`config.mk`:
```
export PLATFORM = sky130hd
export DESIGN_NAME = alarmFlags
export DESIGN_NICKNAME = d
export VERILOG_FILES = /design/src/rtl/rtcAlarmPkg.sv /design/src/rtl/alarmCtl.sv /design/src/rtl/alarmDatapath.sv /design/src/rtl/alarmFlags.sv
export SDC_FILE = /design/constraint.sdc
export NUM_CORES = 1
export LEC_CHECK = 0
export CAP_MARGIN = 15
export CELL_PAD_IN_SITES_DETAIL_PLACEMENT = 0
export CELL_PAD_IN_SITES_GLOBAL_PLACEMENT = 1
export CORE_MARGIN = 8
export CORE_UTILIZATION = 48
export CTS_CLUSTER_DIAMETER = 120
export DETAILED_ROUTE_END_ITERATION = 10
export DONT_BUFFER_PORTS = 1
export GPL_TIMING_DRIVEN = 0
export HOLD_SLACK_MARGIN = 0.12
export PLACE_DENSITY_LB_ADDON = 0.08
export REMOVE_ABC_BUFFERS = 1
export SYNTH_ARGS = -nofsm -noshare
export SYNTH_HDL_FRONTEND = slang
export SYNTH_SLANG_ARGS = --single-unit
```
`constraint.sdc`:
```
create_clock -name clk -period 1.4 [get_ports clk]
set_input_delay 0.07 -clock clk [delete_from_list [all_inputs] [get_ports clk]]
set_output_delay 0.07 -clock clk [all_outputs]
set_load 0.005 [all_outputs]
```
`src/rtl/rtcAlarmPkg.sv`:
```
package rtcAlarmPkg;
  localparam int FIELD_W    = 8;
  localparam int NUM_FIELDS = 3;
  localparam int EN_W       = 3;
  localparam int ADDR_W     = 2;
  localparam int EN_ADDR    = NUM_FIELDS;

  typedef struct packed {
    logic [NUM_FIELDS-1:0] ldAlarm;
    logic                  ldEn;
    logic                  clrFlags;
  } ctlStrobes_t;
endpackage

```
`src/rtl/alarmCtl.sv`:
```
module alarmCtl
  import rtcAlarmPkg::*;
(
  input  logic              wrEn,
  input  logic [ADDR_W-1:0] wrAddr,
  input  logic              statRd,
  output ctlStrobes_t       strobes
);
  always_comb begin
    strobes = '0;
    for (int i = 0; i < NUM_FIELDS; i++)
      strobes.ldAlarm[i] = wrEn && (wrAddr == ADDR_W'(i));
    strobes.ldEn     = wrEn && (wrAddr == ADDR_W'(EN_ADDR));
    strobes.clrFlags = statRd;
  end
endmodule

```
`src/rtl/alarmDatapath.sv`:
```
module alarmDatapath
  import rtcAlarmPkg::*;
(
  input  logic                                clk,
  input  logic                                rstN,
  input  ctlStrobes_t                         strobes,
  input  logic [FIELD_W-1:0]                  wrData,
  input  logic [NUM_FIELDS-1:0][FIELD_W-1:0]  curTime,
  input  logic                                updDone,
  input  logic                                perTick,
  output logic [7:0]                          statData,
  output logic                                irq
);
  logic [NUM_FIELDS-1:0][FIELD_W-1:0] almReg;
  logic [NUM_FIELDS-1:0]              fieldHit;
  logic [EN_W-1:0]                    enReg;
  logic                               afFlag, ufFlag, pfFlag;
  logic                               allHit, irqFlag;

  for (genvar i = 0; i < NUM_FIELDS; i++) begin : gField
    always_ff @(posedge clk or negedge rstN) begin
      if (!rstN)                   almReg[i] <= '0;
      else if (strobes.ldAlarm[i]) almReg[i] <= wrData;
    end
    assign fieldHit[i] = (almReg[i][FIELD_W-1 -: 2] == 2'b11) ||
                         (almReg[i] == curTime[i]);
  end

  assign allHit = &fieldHit;

  always_ff @(posedge clk or negedge rstN) begin
    if (!rstN) begin
      enReg  <= '0;
      afFlag <= 1'b0;
      ufFlag <= 1'b0;
      pfFlag <= 1'b0;
    end else begin
      if (strobes.ldEn) enReg <= wrData[EN_W-1:0];
      afFlag <= (afFlag && !strobes.clrFlags) || (updDone && allHit);
      ufFlag <= (ufFlag && !strobes.clrFlags) || updDone;
      pfFlag <= (pfFlag && !strobes.clrFlags) || perTick;
    end
  end

  assign irqFlag  = (pfFlag && enReg[0]) || (afFlag && enReg[1]) || (ufFlag && enReg[2]);
  assign statData = {irqFlag, pfFlag, afFlag, ufFlag, 4'b0000};
  assign irq      = irqFlag;
endmodule

```
`src/rtl/alarmFlags.sv`:
```
module alarmFlags
  import rtcAlarmPkg::*;
(
  input  logic              clk,
  input  logic              rstN,
  input  logic [7:0]        curSec,
  input  logic [7:0]        curMin,
  input  logic [7:0]        curHour,
  input  logic              updDone,
  input  logic              perTick,
  input  logic              wrEn,
  input  logic [1:0]        wrAddr,
  input  logic [7:0]        wrData,
  input  logic              statRd,
  output logic [7:0]        statData,
  output logic              irq
);
  ctlStrobes_t strobes;

  alarmCtl uCtl (
    .wrEn    (wrEn),
    .wrAddr  (wrAddr),
    .statRd  (statRd),
    .strobes (strobes)
  );

  alarmDatapath uDp (
    .clk      (clk),
    .rstN     (rstN),
    .strobes  (strobes),
    .wrData   (wrData),
    .curTime  ({curHour, curMin, curSec}),
    .updDone  (updDone),
    .perTick  (perTick),
    .statData (statData),
    .irq      (irq)
  );
endmodule

```
Yosys cells after proc, flatten, opt, wreduce, memory -nomap -nowiden
Index checks and enable logic that the tools add are counted.
{ "classes": {"n_eq_ne": 9, "n_reduce_logical": 22} }
{ "op_table": {"columns": ["cell", "count"], "rows": [
  ["$eq 8x8->1", 3],
  ["$logic_and 1x1->1", 11],
  ["$eq 2x2->1 const B", 5],
  ["$logic_or 1x1->1", 8],
  ["$reduce_and 3->1", 1],
  ["$eq 2x1->1 const B", 1],
  ["$logic_not 2->1", 1],
  ["$logic_not 1->1", 1]
]} }
{ "word_totals": {"regBits": 30, "in_bits": 40, "elab_cells": 38} }

Logic depth before layout (Yosys ltp)
Gate-level depths: netlist of the first run.
{ "depth": {"depth_word": 5, "ltp_mapped": 4, "mapped_depth_nobuf": 4} }

Cells and area by module
From an unflattened synthesis of the first run, not the netlist that was laid out.
{ "hier_totals": {"cells_unflattened": 115, "hier_area_um2": 1501.4} }
{ "modules_own_cells": {"columns": ["mod", "n_inst", "cells_each", "area_per_inst_um2"], "rows": [
  ["alarmDatapath", 1, 110, 1456.4],
  ["alarmCtl", 1, 5, 45.0]
]} }

Worst setup path before layout of the first run
No wires, ideal clock.
{ "synth_path": {"path_type": "register to register", "start": "register uDp.almReg[14] (netlist name)", "end": "register uDp.afFlag", "arrival_ps": 1177, "setup_slack_ps": 119, "stages_incl_launch_ff": 5, "cell_sequence": "dfrtp_1 xor2_1 nor4_1 a22oi_1 o41ai_2"} }
{ "synth_via": {"elab_chain_cells": 5} }
{ "synth_rtl": {"columns": ["element", "line", "rtl"], "rows": [
  ["start: declaration", "alarmDatapath.sv:14", "logic [NUM_FIELDS-1:0][FIELD_W-1:0] almReg;"],
  ["start signal: indexed assignment", "alarmDatapath.sv:23", "else if (strobes.ldAlarm[i]) almReg[i] <= wrData;"],
  ["$eq 8x8->1 / $eq 2x2->1 (equally long branches)", "alarmDatapath.sv:26, alarmDatapath.sv:25", null],
  ["$logic_or 1x1->1 (*)", "alarmDatapath.sv:25", "assign fieldHit[i] = (almReg[i][FIELD_W-1 -: 2] == 2'b11) ||"],
  ["$reduce_and 3->1 (*)", "alarmDatapath.sv:29", "assign allHit = &fieldHit;"],
  ["$logic_and 1x1->1 (*)", "alarmDatapath.sv:39", "afFlag <= (afFlag && !strobes.clrFlags) || (updDone && allHit);"],
  ["$logic_or 1x1->1 (*)", "alarmDatapath.sv:39", null],
  ["end signal: assignment", "alarmDatapath.sv:39", null],
  ["end: declaration", "alarmDatapath.sv:17", "logic afFlag, ufFlag, pfFlag;"]
]} }
Every way passes the cells marked *; elsewhere a longest branch is shown, timed or not.
A chain may end at the register's enable or synchronous reset.

Final worst setup path of the first run
{ "layout_path": {"start": "register uDp.almReg[10] (netlist name)", "end": "register uDp.afFlag"} }
{ "layout_via": {"elab_chain_cells": 5} }
{ "layout_rtl": {"columns": ["element", "line", "rtl"], "rows": [
  ["$eq 8x8->1", "alarmDatapath.sv:26", "(almReg[i] == curTime[i]);"],
  ["$logic_or 1x1->1", "alarmDatapath.sv:25", null],
  ["$reduce_and 3->1", "alarmDatapath.sv:29", null],
  ["$logic_and 1x1->1", "alarmDatapath.sv:39", null],
  ["$logic_or 1x1->1", "alarmDatapath.sv:39", null]
]} }
Every way passes these cells.

==> impl_metrics.toml, run 1 <==
[pwr]
p_comb_frac = 0.210
power_switching_share = 0.272
finalPower_uw = 2060
max-vdd-ir-drop_mv = 0.683
sequentialPowerShare = 0.548
cellLeakagePower_uw = 0.000751
pwr_density_cell_nw_per_um2 = 1180
clock_power_share = 0.242
total_switching_power_uw = 560
p_int_uw = 1500

[critical_path]
cp_cell_sequence = "xor2_1 -> nor4_2 -> a22oi_1 -> o41ai_2"
r2r_cells = 4
worst_setup_path_endpoint = "uDp.afFlag$_DFF_PN0_"
crit_path_end_kind = "flip-flop"
setup.worst_path.class = "flip-flop to flip-flop"
r2r_slack_ns = 0.02
cp_slowest_stage_delay_ns = 0.39
crit_cells = 4
crit-reg2reg-capture = "uDp.afFlag$_DFF_PN0_"
worst_endpoint_data_arrival_time_ns = 1.60
crit_family = "compound AO/OA/AOI/OAI gates"
crit_path_start = "uDp.almReg[10]$_DFFE_PN0P_"
worst-path-buf-inv = 0
cp.required_ns = 1.62
critical_path.slowest_cell = "sky130_fd_sc_hd__dfrtp_1"
timing.critical_path.fanout_max = 2
setup.worst_path.start_class = "flip-flop"
critical_path.reg2reg.startpoint = "uDp.almReg[10]$_DFFE_PN0P_"

[global_route]
met3_usage = 0.0628
grt_first_pass_wirelength_um = 5090
total_global_routing_track_utilization = 0.129
antenna_found_initial = 0
first_global_vias = 1037
layer_with_the_highest_usage = "met2"
grt_remaining_overflow = 0
globalRouteMet2Util = 0.206
met1_usage = 0.137
maximum_number_of_pins_on_one_net_before_global_route_repair = 31

[floorplan]
core_area_um2 = 3000
die-width_um = 71.6
fp.dieArea_um2 = 5130
start_util = 0.494
floorplan.die.height_um = 71.6
floorplan.io_pins = 49
rows = 20

[sta]
timing.final.crit_period_ns = 1.38
hold_ws_ns = 0.179
finalHoldViolCount = 0
final_max_slew_viol_count = 0
final_min_period_over_clock_period = 0.986
finalSetupViolCount = 0
rsz0062_at_grt = "yes"
timing.fmax_mhz = 724
timing.clock.skew_ns = 0.00406

[synth]
synth.area.top_cells = "sky130_fd_sc_hd__dfrtp_1, sky130_fd_sc_hd__mux2_2, sky130_fd_sc_hd__xor2_1, sky130_fd_sc_hd__buf_4, sky130_fd_sc_hd__nor4_1"
synth_seq_area_share = 0.506
synth.ff_latch_count = 30
syn-cell-area_um2 = 1480
post-synth-top-area-fraction = 0.506
syn_avg_cell_area_um2 = 13.4
synthesis.yosys.warnings = 0
netlist_instances = 111
post-synth-top-area-cell = "sky130_fd_sc_hd__dfrtp_1"
yosys.cell_types.count = 15

[clocking]
max-clock-path-buffers = 2
tritoncts = "yes"
cts.sinks = 30
cts.repair_timing.setup_buffer_count = 0
clk_pin_slew_ns = 0.09
clk-insertion-delay-late_ns = 0.31
numCtsBuffers = 5
clock-root-buffer = "sky130_fd_sc_hd__clkbuf_4"
cts.htree.levels = 2

[cells_and_area]
finish.net_count = 171
final_layout_size_suffix_gt1_frac = 0.315
layout-area-overhead-vs-synth_pct = 17.9
diodes_inserted = 0
finish.cell_count_without_fillers = 163

[drt]
routed_wire_length_per_instance_um = 18.3
via_count = 920
drtIter0Drc = 14
antenna_violating_nets_remaining = 0
finalWirelength_um = 2990
drcViolationCount = 0
drt-vias-per-instance = 5.64
dr.pass1.iters = 4

[outcome]
result_of_the_run = "finished, final reports clean"

[placement]
place.port_buffers = 0
routabilityCongestion = 0.704
place_inst = 139

[hold_path]
worst_min_delay_path_category = "primary input to flip-flop"

[run]
timing.max_cap.violations = 0
==> layout make-up <==
type	count	area, µm²
Timing Repair Buffer	18	190
Inverter	3	11.3
Tap cell	33	41.3
Clock buffer	6	51.3
Multi-Input combinational cell	73	704
Sequential cell	30	751
Fill cell	278	1250
==> synth_stat cells <==
library cell and n:
sky130_fd_sc_hd__a21o_1 2, sky130_fd_sc_hd__a222oi_1 1, sky130_fd_sc_hd__a22oi_1 3, sky130_fd_sc_hd__buf_4 8, sky130_fd_sc_hd__conb_1 1, sky130_fd_sc_hd__dfrtp_1 30, sky130_fd_sc_hd__inv_1 3, sky130_fd_sc_hd__mux2_2 27
sky130_fd_sc_hd__nand2_1 1, sky130_fd_sc_hd__nand3_1 1, sky130_fd_sc_hd__nand3b_1 2, sky130_fd_sc_hd__nor3b_4 1, sky130_fd_sc_hd__nor4_1 6, sky130_fd_sc_hd__o41ai_2 1, sky130_fd_sc_hd__xor2_1 24
==> sequential cells by signal, indices dropped and copies added (netlist names) <==
signal	cells
uDp.ufFlag	1
uDp.enReg	3
uDp.afFlag	1
uDp.pfFlag	1
uDp.almReg	24
==> cells by family (layout without fill, tap and decap cells) <==
logic type / Yosys count / in the layout / share of synthesized area
DFF: 30 / 30 / 0.506
muxes: 27 / 27 / 0.205
xor gates and xnor gates: 24 / 24 / 0.142
and+or+nand+nor: 11 / 11 / 0.0540
buffers and inverters: 11 / 27 / 0.0481
AOI/OAI and AO/OA: 7 / 7 / 0.0430
other: 1 / 4 / 0.00253
==> power by group through the flow <==
| stage | Clock (µW) | Combinational, µW | Sequential, µW |
|---|---|---|---|
| 3_5_place_dp | 0 | 327 | 1150 |
| 4_1_cts | 515 | 412 | 1130 |
| 2_1_floorplan | 0 | 292 | 1120 |
| 5_1_grt | 556 | 477 | 1150 |
| 6_report | 498 | 432 | 1130 |
| 3_3_place_gp | 0 | 318 | 1140 |
==> metal layers <==
metal / up-vias / share of wire
met5: - / 0
li1: 420 / -
met1: 460 / 0.38
met3: 7 / 0.098
met2: 33 / 0.50
met4: 0 / 0.020
==> what timing repair did <==
action / CTS / global route
setup endpoints to repair: 1 / 1
hold buffers: 18 / 0
endpoints found under the hold margin: 60 / 0
pin swaps: 5 / 2
gates cloned: 0 / 0
gates resized for setup: 1 / 4
==> how the worst min path moves through the flow <==
stage	start	endpoint	slack, ns	cells after the start
5_1_grt	wrEn	uDp.almReg[2]$_DFFE_PN0P_	0.16	2
4_1_cts	wrEn	uDp.almReg[5]$_DFFE_PN0P_	0.17	2
6_report	wrEn	uDp.almReg[2]$_DFFE_PN0P_	0.18	2
2_1_floorplan	rstN	uDp.afFlag$_DFF_PN0_	-0.23	0
3_3_place_gp	rstN	uDp.almReg[10]$_DFFE_PN0P_	-0.22	0
3_5_place_dp	rstN	uDp.almReg[10]$_DFFE_PN0P_	-0.22	0
==> through the flow <==
step	TNS, ns	util	setup slack (ns)	instance area [µm²]
2_1_floorplan	0	-	0.119	1440
4_1_cts	-0.0137	0.574	-0.0137	1720
3_3_place_gp	-0.0484	0.492	-0.0484	1480
6_report	0	0.583	0.0197	1750
5_1_grt	-0.0715	0.583	-0.0715	1750
3_5_place_dp	-0.0752	0.492	-0.0752	1480
==> cell usage in the layout, fill, tap and decap left out <==
master | synthesis | layout
sky130_fd_sc_hd__a21o_1 | 2 | 2
sky130_fd_sc_hd__a222oi_1 | 1 | 1
sky130_fd_sc_hd__a22oi_1 | 3 | 3
sky130_fd_sc_hd__buf_12 | 0 | 1
sky130_fd_sc_hd__clkbuf_4 | 0 | 5
sky130_fd_sc_hd__clkbuf_8 | 0 | 1
sky130_fd_sc_hd__conb_1 | 1 | 4
sky130_fd_sc_hd__dfrtp_1 | 30 | 30
sky130_fd_sc_hd__dlygate4sd3_1 | 0 | 17
sky130_fd_sc_hd__inv_1 | 3 | 3
sky130_fd_sc_hd__mux2_2 | 27 | 27
sky130_fd_sc_hd__nand2_1 | 1 | 1
sky130_fd_sc_hd__nand3_1 | 1 | 1
sky130_fd_sc_hd__nand3b_1 | 2 | 2
sky130_fd_sc_hd__nor3b_4 | 1 | 1
sky130_fd_sc_hd__nor4_1 | 6 | 1
sky130_fd_sc_hd__nor4_2 | 0 | 5
sky130_fd_sc_hd__o41ai_2 | 1 | 1
sky130_fd_sc_hd__xor2_1 | 24 | 24
Note: power is estimated with default switching activity, not from simulation.
==> inputs of run 2 (changes only) <==
--- a/config.mk
+++ b/config.mk
@@ -15,6 +15,7 @@
 export DONT_BUFFER_PORTS = 1
 export GPL_TIMING_DRIVEN = 0
 export HOLD_SLACK_MARGIN = 0.12
+export MAX_ROUTING_LAYER = met4
 export PLACE_DENSITY_LB_ADDON = 0.08
 export REMOVE_ABC_BUFFERS = 1
 export SYNTH_ARGS = -nofsm -noshare
==> constraint.sdc (replaced) <==
create_clock -name clk -period 1.4 [get_ports clk]
set_input_delay 0.07 -clock clk [delete_from_list [all_inputs] [get_ports clk]]
set_output_delay 0.07 -clock clk [all_outputs]
set_load 0.01 [all_outputs]
==> run 2 against run 1 <==
  * Sequential cell count did not move
  * Final cell count unchanged
  * Non-clock buffer count unchanged
  * Via count increased by 0.54%
  * Count of clock-buffer cells in the layout did not move
  * Design area unchanged
  * Global-route usage rose by 0.35 points
  * Critical path type unchanged
==> impl_metrics.toml, run 2 (same netlist as run 1, synthesis figures left out) <==
[outcome]
result_of_the_run = "finished, final reports clean"

[cells_and_area]
mostFrequentLayoutCell = "sky130_fd_sc_hd__dfrtp_1"
design_area_um2 = 1750
largest_register_ffs = 24
top_register = "uDp.almReg"
finish.net_count = 171
diodes_inserted = 0
most-common-layout-cells = "sky130_fd_sc_hd__dfrtp_1, sky130_fd_sc_hd__mux2_2, sky130_fd_sc_hd__xor2_1"
largest_registers = "uDp.almReg x24, uDp.enReg x3"
layout-area-overhead-vs-synth_pct = 17.9
finalCoreUtilization = 0.583
final_layout_size_suffix_gt1_frac = 0.315

[sta]
timing.fmax_mhz = 724
finalHoldViolCount = 0
setup_ws_ns = 0.0191
final_min_period_over_clock_period = 0.986
finalSetupViolCount = 0
final_max_slew_viol_count = 0
setup_total_negative_slack_ns = 0
rsz0062_at_grt = "yes"
timing.final.crit_period_ns = 1.38
timing.clock.skew_ns = 0.00396

[floorplan]
fp.dieArea_um2 = 5130
die-width_um = 71.6
floorplan.die.height_um = 71.6
rows = 20
core_area_um2 = 3000
floorplan.io_pins = 49
start_util = 0.494

[run]
timing.max_cap.violations = 0

[critical_path]
cp.required_ns = 1.62
worst_endpoint_data_arrival_time_ns = 1.60
crit-reg2reg-capture = "uDp.afFlag$_DFF_PN0_"
crit_cells = 4
cp_slowest_stage_delay_ns = 0.39
crit_family = "compound AO/OA/AOI/OAI gates"
crit_path_end_kind = "flip-flop"
critical_path.slowest_cell = "sky130_fd_sc_hd__dfrtp_1"
worst_setup_path_endpoint = "uDp.afFlag$_DFF_PN0_"
timing.critical_path.fanout_max = 2
critical_path.reg2reg.startpoint = "uDp.almReg[10]$_DFFE_PN0P_"
r2r_slack_ns = 0.02
crit_path_start = "uDp.almReg[10]$_DFFE_PN0P_"
cp_cell_sequence = "xor2_1 -> nor4_2 -> a22oi_1 -> o41ai_2"
worst-path-buf-inv = 0
setup.worst_path.start_class = "flip-flop"
r2r_cells = 4
setup.worst_path.class = "flip-flop to flip-flop"

[drt]
drt-vias-per-instance = 5.67
drcViolationCount = 0
finalWirelength_um = 3000
via_count = 925
drtIter0Drc = 14
dr.pass1.iters = 4
routed_wire_length_per_instance_um = 18.4
antenna_violating_nets_remaining = 0

[placement]
place.port_buffers = 0
place_area_um2 = 1480
placement.setup.worst_slack_ns = -0.0752
routabilityCongestion = 0.712

[clocking]
clk_pin_slew_ns = 0.09
clock-root-buffer = "sky130_fd_sc_hd__clkbuf_4"
clk-insertion-delay-late_ns = 0.31
numCtsBuffers = 5
cts.repair_timing.setup_buffer_count = 0
cts.htree.levels = 2
cts.sinks = 30
max-clock-path-buffers = 2
tritoncts = "yes"

[pwr]
max-vdd-ir-drop_mv = 0.684
finalPower_uw = 2070
cellLeakagePower_uw = 0.000751
pwr_density_cell_nw_per_um2 = 1180

[global_route]
grt_first_pass_wirelength_um = 5080
grt_remaining_overflow = 0
antenna_found_initial = 0
first_global_vias = 1036
total_global_routing_track_utilization = 0.132
maximum_number_of_pins_on_one_net_before_global_route_repair = 31

[hold_path]
worst_min_delay_path_category = "primary input to flip-flop"
run 2: metal layers:
layer,vias to the layer above,GRT usage,part of all wire
li1,419,-,-
met1,466,0.144,0.40
met2,33,0.206,0.50
met3,7,0.0516,0.076
met4,0,0.0680,0.020
met5,-,-,0
run 2: worst min-delay path by stage:
stage,start,to,slack [ns],cells after the start
2_1_floorplan,rstN,uDp.afFlag$_DFF_PN0_,-0.23,0
3_3_place_gp,rstN,uDp.almReg[10]$_DFFE_PN0P_,-0.22,0
3_5_place_dp,rstN,uDp.almReg[10]$_DFFE_PN0P_,-0.22,0
4_1_cts,wrEn,uDp.almReg[5]$_DFFE_PN0P_,0.17,2
5_1_grt,wrEn,uDp.almReg[2]$_DFFE_PN0P_,0.16,2
6_report,wrEn,uDp.almReg[2]$_DFFE_PN0P_,0.18,2
run 2: repair_timing:
action	CTS	global route
endpoints found under the setup margin	1	1
hold buffers	18	0
resized for setup	1	4
endpoints found under the hold margin	60	0
pin swaps	5	2
run 2: layout make-up:
class | instances | area, µm²
Tap cell | 33 | 41.3
Inverter | 3 | 11.3
Multi-Input combinational cell | 73 | 704
Clock buffer | 6 | 51.3
Fill cell | 278 | 1250
Sequential cell | 30 | 751
Timing Repair Buffer | 18 | 190
run 2: through the flow:
step | hold slack [ns] | std cells
2_1_floorplan | -0.226 | 106
3_3_place_gp | -0.224 | 139
3_5_place_dp | -0.224 | 139
4_1_cts | 0.166 | 163
5_1_grt | 0.165 | 163
6_report | 0.177 | 163
run 2: where the power goes:
| group | switching [µW] | internal, µW | total (µW) | leakage (µW) |
|---|---|---|---|---|
| Clock | 273 | 226 | 499 | 0.0000302 |
| Sequential | 112 | 1020 | 1130 | 0.000355 |
| Combinational | 185 | 254 | 439 | 0.000366 |
| Total | 570 | 1500 | 2070 | 0.000751 |
==> inputs of run 3 (changes only) <==
--- a/config.mk
+++ b/config.mk
@@ -9,7 +9,7 @@
 export CELL_PAD_IN_SITES_DETAIL_PLACEMENT = 0
 export CELL_PAD_IN_SITES_GLOBAL_PLACEMENT = 1
 export CORE_MARGIN = 8
-export CORE_UTILIZATION = 48
+export CORE_UTILIZATION = 40
 export CTS_CLUSTER_DIAMETER = 120
 export DETAILED_ROUTE_END_ITERATION = 10
 export DONT_BUFFER_PORTS = 1
@@ -20,4 +20,5 @@
 export REMOVE_ABC_BUFFERS = 1
 export SYNTH_ARGS = -nofsm -noshare
 export SYNTH_HDL_FRONTEND = slang
+export SYNTH_HIERARCHICAL = 1
 export SYNTH_SLANG_ARGS = --single-unit
==> run 3 against run 2 <==
  * Critical endpoint is now uDp/afFlag$_DFF_PN0_
  * Largest cell class unchanged
  * Core utilization fell by 9.9 points
  * Worst setup slack got worse by 0.055 ns
  * Highest routed layer unchanged
  * Count of clock-buffer cells in the layout rose by 1
  * Largest power group unchanged
  * Sequential share of layout area fell by 0.18 points
  * Combinational power fell by 3%
  * Die area rose by 16%
  * The run now ends with negative setup slack left
  * Critical path type unchanged
==> impl_metrics.toml, run 3 <==
[placement]
place.port_buffers = 0
place_inst = 154
hpwl_um = 2390
routabilityCongestion = 0.696

[sta]
finalHoldViolCount = 0
timing.max_slew.rel_slack = 0.556
finalSetupViolCount = 1
rsz0062_at_grt = "yes"
final_min_period_over_clock_period = 1.03
setup_ws_ns = -0.0360
timing.fmax_mhz = 696
worst_slew_pin_slew_ns = 0.663
hold_ws_ns = 0.140
timing.clock.skew_ns = 0.000818
timing.final.crit_period_ns = 1.44
final_max_slew_viol_count = 0

[pwr]
cellLeakagePower_uw = 0.000752
pwr_density_cell_nw_per_um2 = 1250
max-vdd-ir-drop_mv = 0.663

[cells_and_area]
mostFrequentLayoutCell = "sky130_fd_sc_hd__dfrtp_1"
multi_input_comb_area_um2 = 691
finish.net_count = 169
final.fill_count = 353
layout-area-overhead-vs-synth_pct = 17.0
seq_area_um2 = 751
most-common-layout-cells = "sky130_fd_sc_hd__dfrtp_1, sky130_fd_sc_hd__mux2_2, sky130_fd_sc_hd__xor2_1"
finalCoreUtilization = 0.483
largest_registers = "uDp/almReg x24, uDp/enReg x3"
diodes_inserted = 0
top_register = "uDp/almReg"
finish.cell_count_without_fillers = 177
final_layout_size_suffix_gt1_frac = 0.310
largest_register_ffs = 24

[floorplan]
floorplan.die.height_um = 77.3
start_util = 0.413
die-width_um = 77.3
rows = 22
core_area_um2 = 3630
fp.dieArea_um2 = 5970
floorplan.io_pins = 49

[drt]
drcViolationCount = 0
finalWirelength_um = 3150
via_count = 896
antenna_violating_nets_remaining = 0
drt-vias-per-instance = 5.06
dr.pass1.iters = 4
drtIter0Drc = 26
routed_wire_length_per_instance_um = 17.8

[synth]
netlist_top_cells_count = "sky130_fd_sc_hd__dfrtp_1, sky130_fd_sc_hd__mux2_2, sky130_fd_sc_hd__xor2_1"
yosys.cell_types.count = 16
top_count_cell_post_synth = "sky130_fd_sc_hd__dfrtp_1"
post-synth-top-area-cell = "sky130_fd_sc_hd__dfrtp_1"
fraction_of_the_mapped_netlist_area_in_compound_gates = 0.0425
synth-edff-count = 0
synthesis.yosys.warnings = 6
syn_avg_cell_area_um2 = 13.1
synth_seq_area_share = 0.500
synthesized_area_fraction_occupied_by_xor_and_xnor_cells = 0.140
netlist_instances = 115
post-synth-top-area-fraction = 0.500
async_flop_share = 1.00
mux_cell_area_share_after_synthesis = 0.203
syn-cell-area_um2 = 1500
synth.area.top_cells = "sky130_fd_sc_hd__dfrtp_1, sky130_fd_sc_hd__mux2_2, sky130_fd_sc_hd__xor2_1, sky130_fd_sc_hd__buf_4, sky130_fd_sc_hd__nor4_1"
combinational_family_with_the_most_area_after_synthesis = "multiplexers"
synth.ff_latch_count = 30
synth_ff_type = "sky130_fd_sc_hd__dfrtp_1"
synth_simple_gate_area_share = 0.0525
synth-adder-area-share = 0

[critical_path]
setup.worst_path.class = "flip-flop to flip-flop"
critical_path.slowest_cell = "sky130_fd_sc_hd__dfrtp_1"
timing.critical_path.fanout_max = 2
crit_path_end_kind = "flip-flop"
crit_family = "compound AO/OA/AOI/OAI gates"
cp_slowest_stage_delay_ns = 0.40
worst_endpoint_data_arrival_time_ns = 1.62
cp.required_ns = 1.58
cp_cell_sequence = "xor2_1 -> nor4_2 -> a22oi_1 -> o41ai_2"
worst-path-buf-inv = 0
setup.worst_path.start_class = "flip-flop"

[clocking]
numCtsBuffers = 5
cts.htree.levels = 2
max-clock-path-buffers = 2
cts.sinks = 30
clock-root-buffer = "sky130_fd_sc_hd__clkbuf_8"
clk-insertion-delay-late_ns = 0.28
clk_pin_slew_ns = 0.06
tritoncts = "yes"

[hold_path]
worst_min_delay_path_category = "primary input to flip-flop"

[global_route]
maximum_number_of_pins_on_one_net_before_global_route_repair = 31
grt_first_pass_wirelength_um = 4950
first_global_vias = 1001
grt_remaining_overflow = 0
total_global_routing_track_utilization = 0.111
antenna_found_initial = 0

[outcome]
result_of_the_run = "complete, but fails checks"
failing_checks = "negative setup slack"

[run]
timing.max_cap.violations = 0
==> run 3: cell count changes after synthesis <==
cell and delta:
sky130_fd_sc_hd__and3_2 +1, sky130_fd_sc_hd__nand3b_1 -2, sky130_fd_sc_hd__buf_4 +1, sky130_fd_sc_hd__nand3_1 -1, sky130_fd_sc_hd__nor3b_2 +1, sky130_fd_sc_hd__clkbuf_1 +3, sky130_fd_sc_hd__and3b_1 +2, sky130_fd_sc_hd__nor3b_4 -1
==> run 3: kinds of logic (layout without fill, tap and decap cells) <==
family | after synthesis | count (layout)
buffers and inverters | 15 | 26
XOR/XNOR | 24 | 24
multiplexers | 27 | 27
flip-flops | 30 | 30
AND/OR/NAND/NOR | 11 | 11
other | 1 | 4
AO/OA/AOI/OAI | 7 | 7
==> run 3: worst reg2reg max path, stage by stage (launching register included) <==
cell and delay, ns:
sky130_fd_sc_hd__dfrtp_1 0.40, sky130_fd_sc_hd__xor2_1 0.18, sky130_fd_sc_hd__nor4_2 0.33, sky130_fd_sc_hd__a22oi_1 0.14, sky130_fd_sc_hd__o41ai_2 0.31
==> run 3: what timing repair did <==
| item | CTS | global route |
|---|---|---|
| hold buffers | 15 | 0 |
| setup buffers | 0 | 1 |
| gates cloned | 0 | 0 |
| endpoints found under the hold margin | 60 | 0 |
| gates resized for setup | 2 | 1 |
| endpoints found under the setup margin | 1 | 1 |
| pin swaps | 1 | 2 |
==> run 3: stage by stage <==
stage                     instance area [µm²]  TNS, ns  power, µW  setup WS (ns)
after global routing                     1760  -0.0942       2320        -0.0942
final                                    1760  -0.0360       2200        -0.0360
after detailed placement                 1490   -0.113       1490         -0.113
after global placement                   1490  -0.0806       1470        -0.0806
after CTS                                1740  -0.0267       2220        -0.0267
after floorplan                          1430        0       1420          0.118
==> run 3: layout make-up <==
type,count,share of cell area
clock buffers,7,0.0434
inverters,3,0.00641
multi-input cells,73,0.393
flip-flops and latches,30,0.427
well taps,48,0.0342
repair buffers,16,0.0954
==> run 3: layer usage <==
| layer | share of wire | vias to the layer above | GRT usage | wire (µm) |
|---|---|---|---|---|
| li1 | - | 414 | - | - |
| met2 | 0.49 | 35 | 0.167 | 1530 |
| met1 | 0.43 | 441 | 0.126 | 1370 |
| met4 | 0.020 | 0 | 0.0566 | 64 |
| met5 | 0 | - | - | 0 |
| met3 | 0.059 | 6 | 0.0420 | 186 |
==> run 3: worst paths after layout <==
path / from / endpoint / slack, ns / depth (start not counted)
min in group asynchronous: rstN / uDp/almReg[20]$_DFFE_PN0P_ / 0.23 / 2
worst max-delay path: uDp/almReg[15]$_DFFE_PN0P_ / uDp/afFlag$_DFF_PN0_ / -0.04 / 4
worst min register to register: uDp/enReg[1]$_DFFE_PN0P_ / uDp/enReg[1]$_DFFE_PN0P_ / 0.52 / 1
max in group asynchronous: rstN / uDp/enReg[2]$_DFFE_PN0P_ / 1.01 / 2
worst max register to register: uDp/almReg[15]$_DFFE_PN0P_ / uDp/afFlag$_DFF_PN0_ / -0.04 / 4
worst min-delay path: wrAddr[1] / uDp/almReg[7]$_DFFE_PN0P_ / 0.14 / 2
==> run 3: power breakdown <==
| part | total, µW | switching (µW) | internal, µW |
|---|---|---|---|
| clock | 639 | 298 | 341 |
| sequential | 1130 | 113 | 1020 |
| combinational | 427 | 176 | 251 |
| total | 2200 | 587 | 1610 |
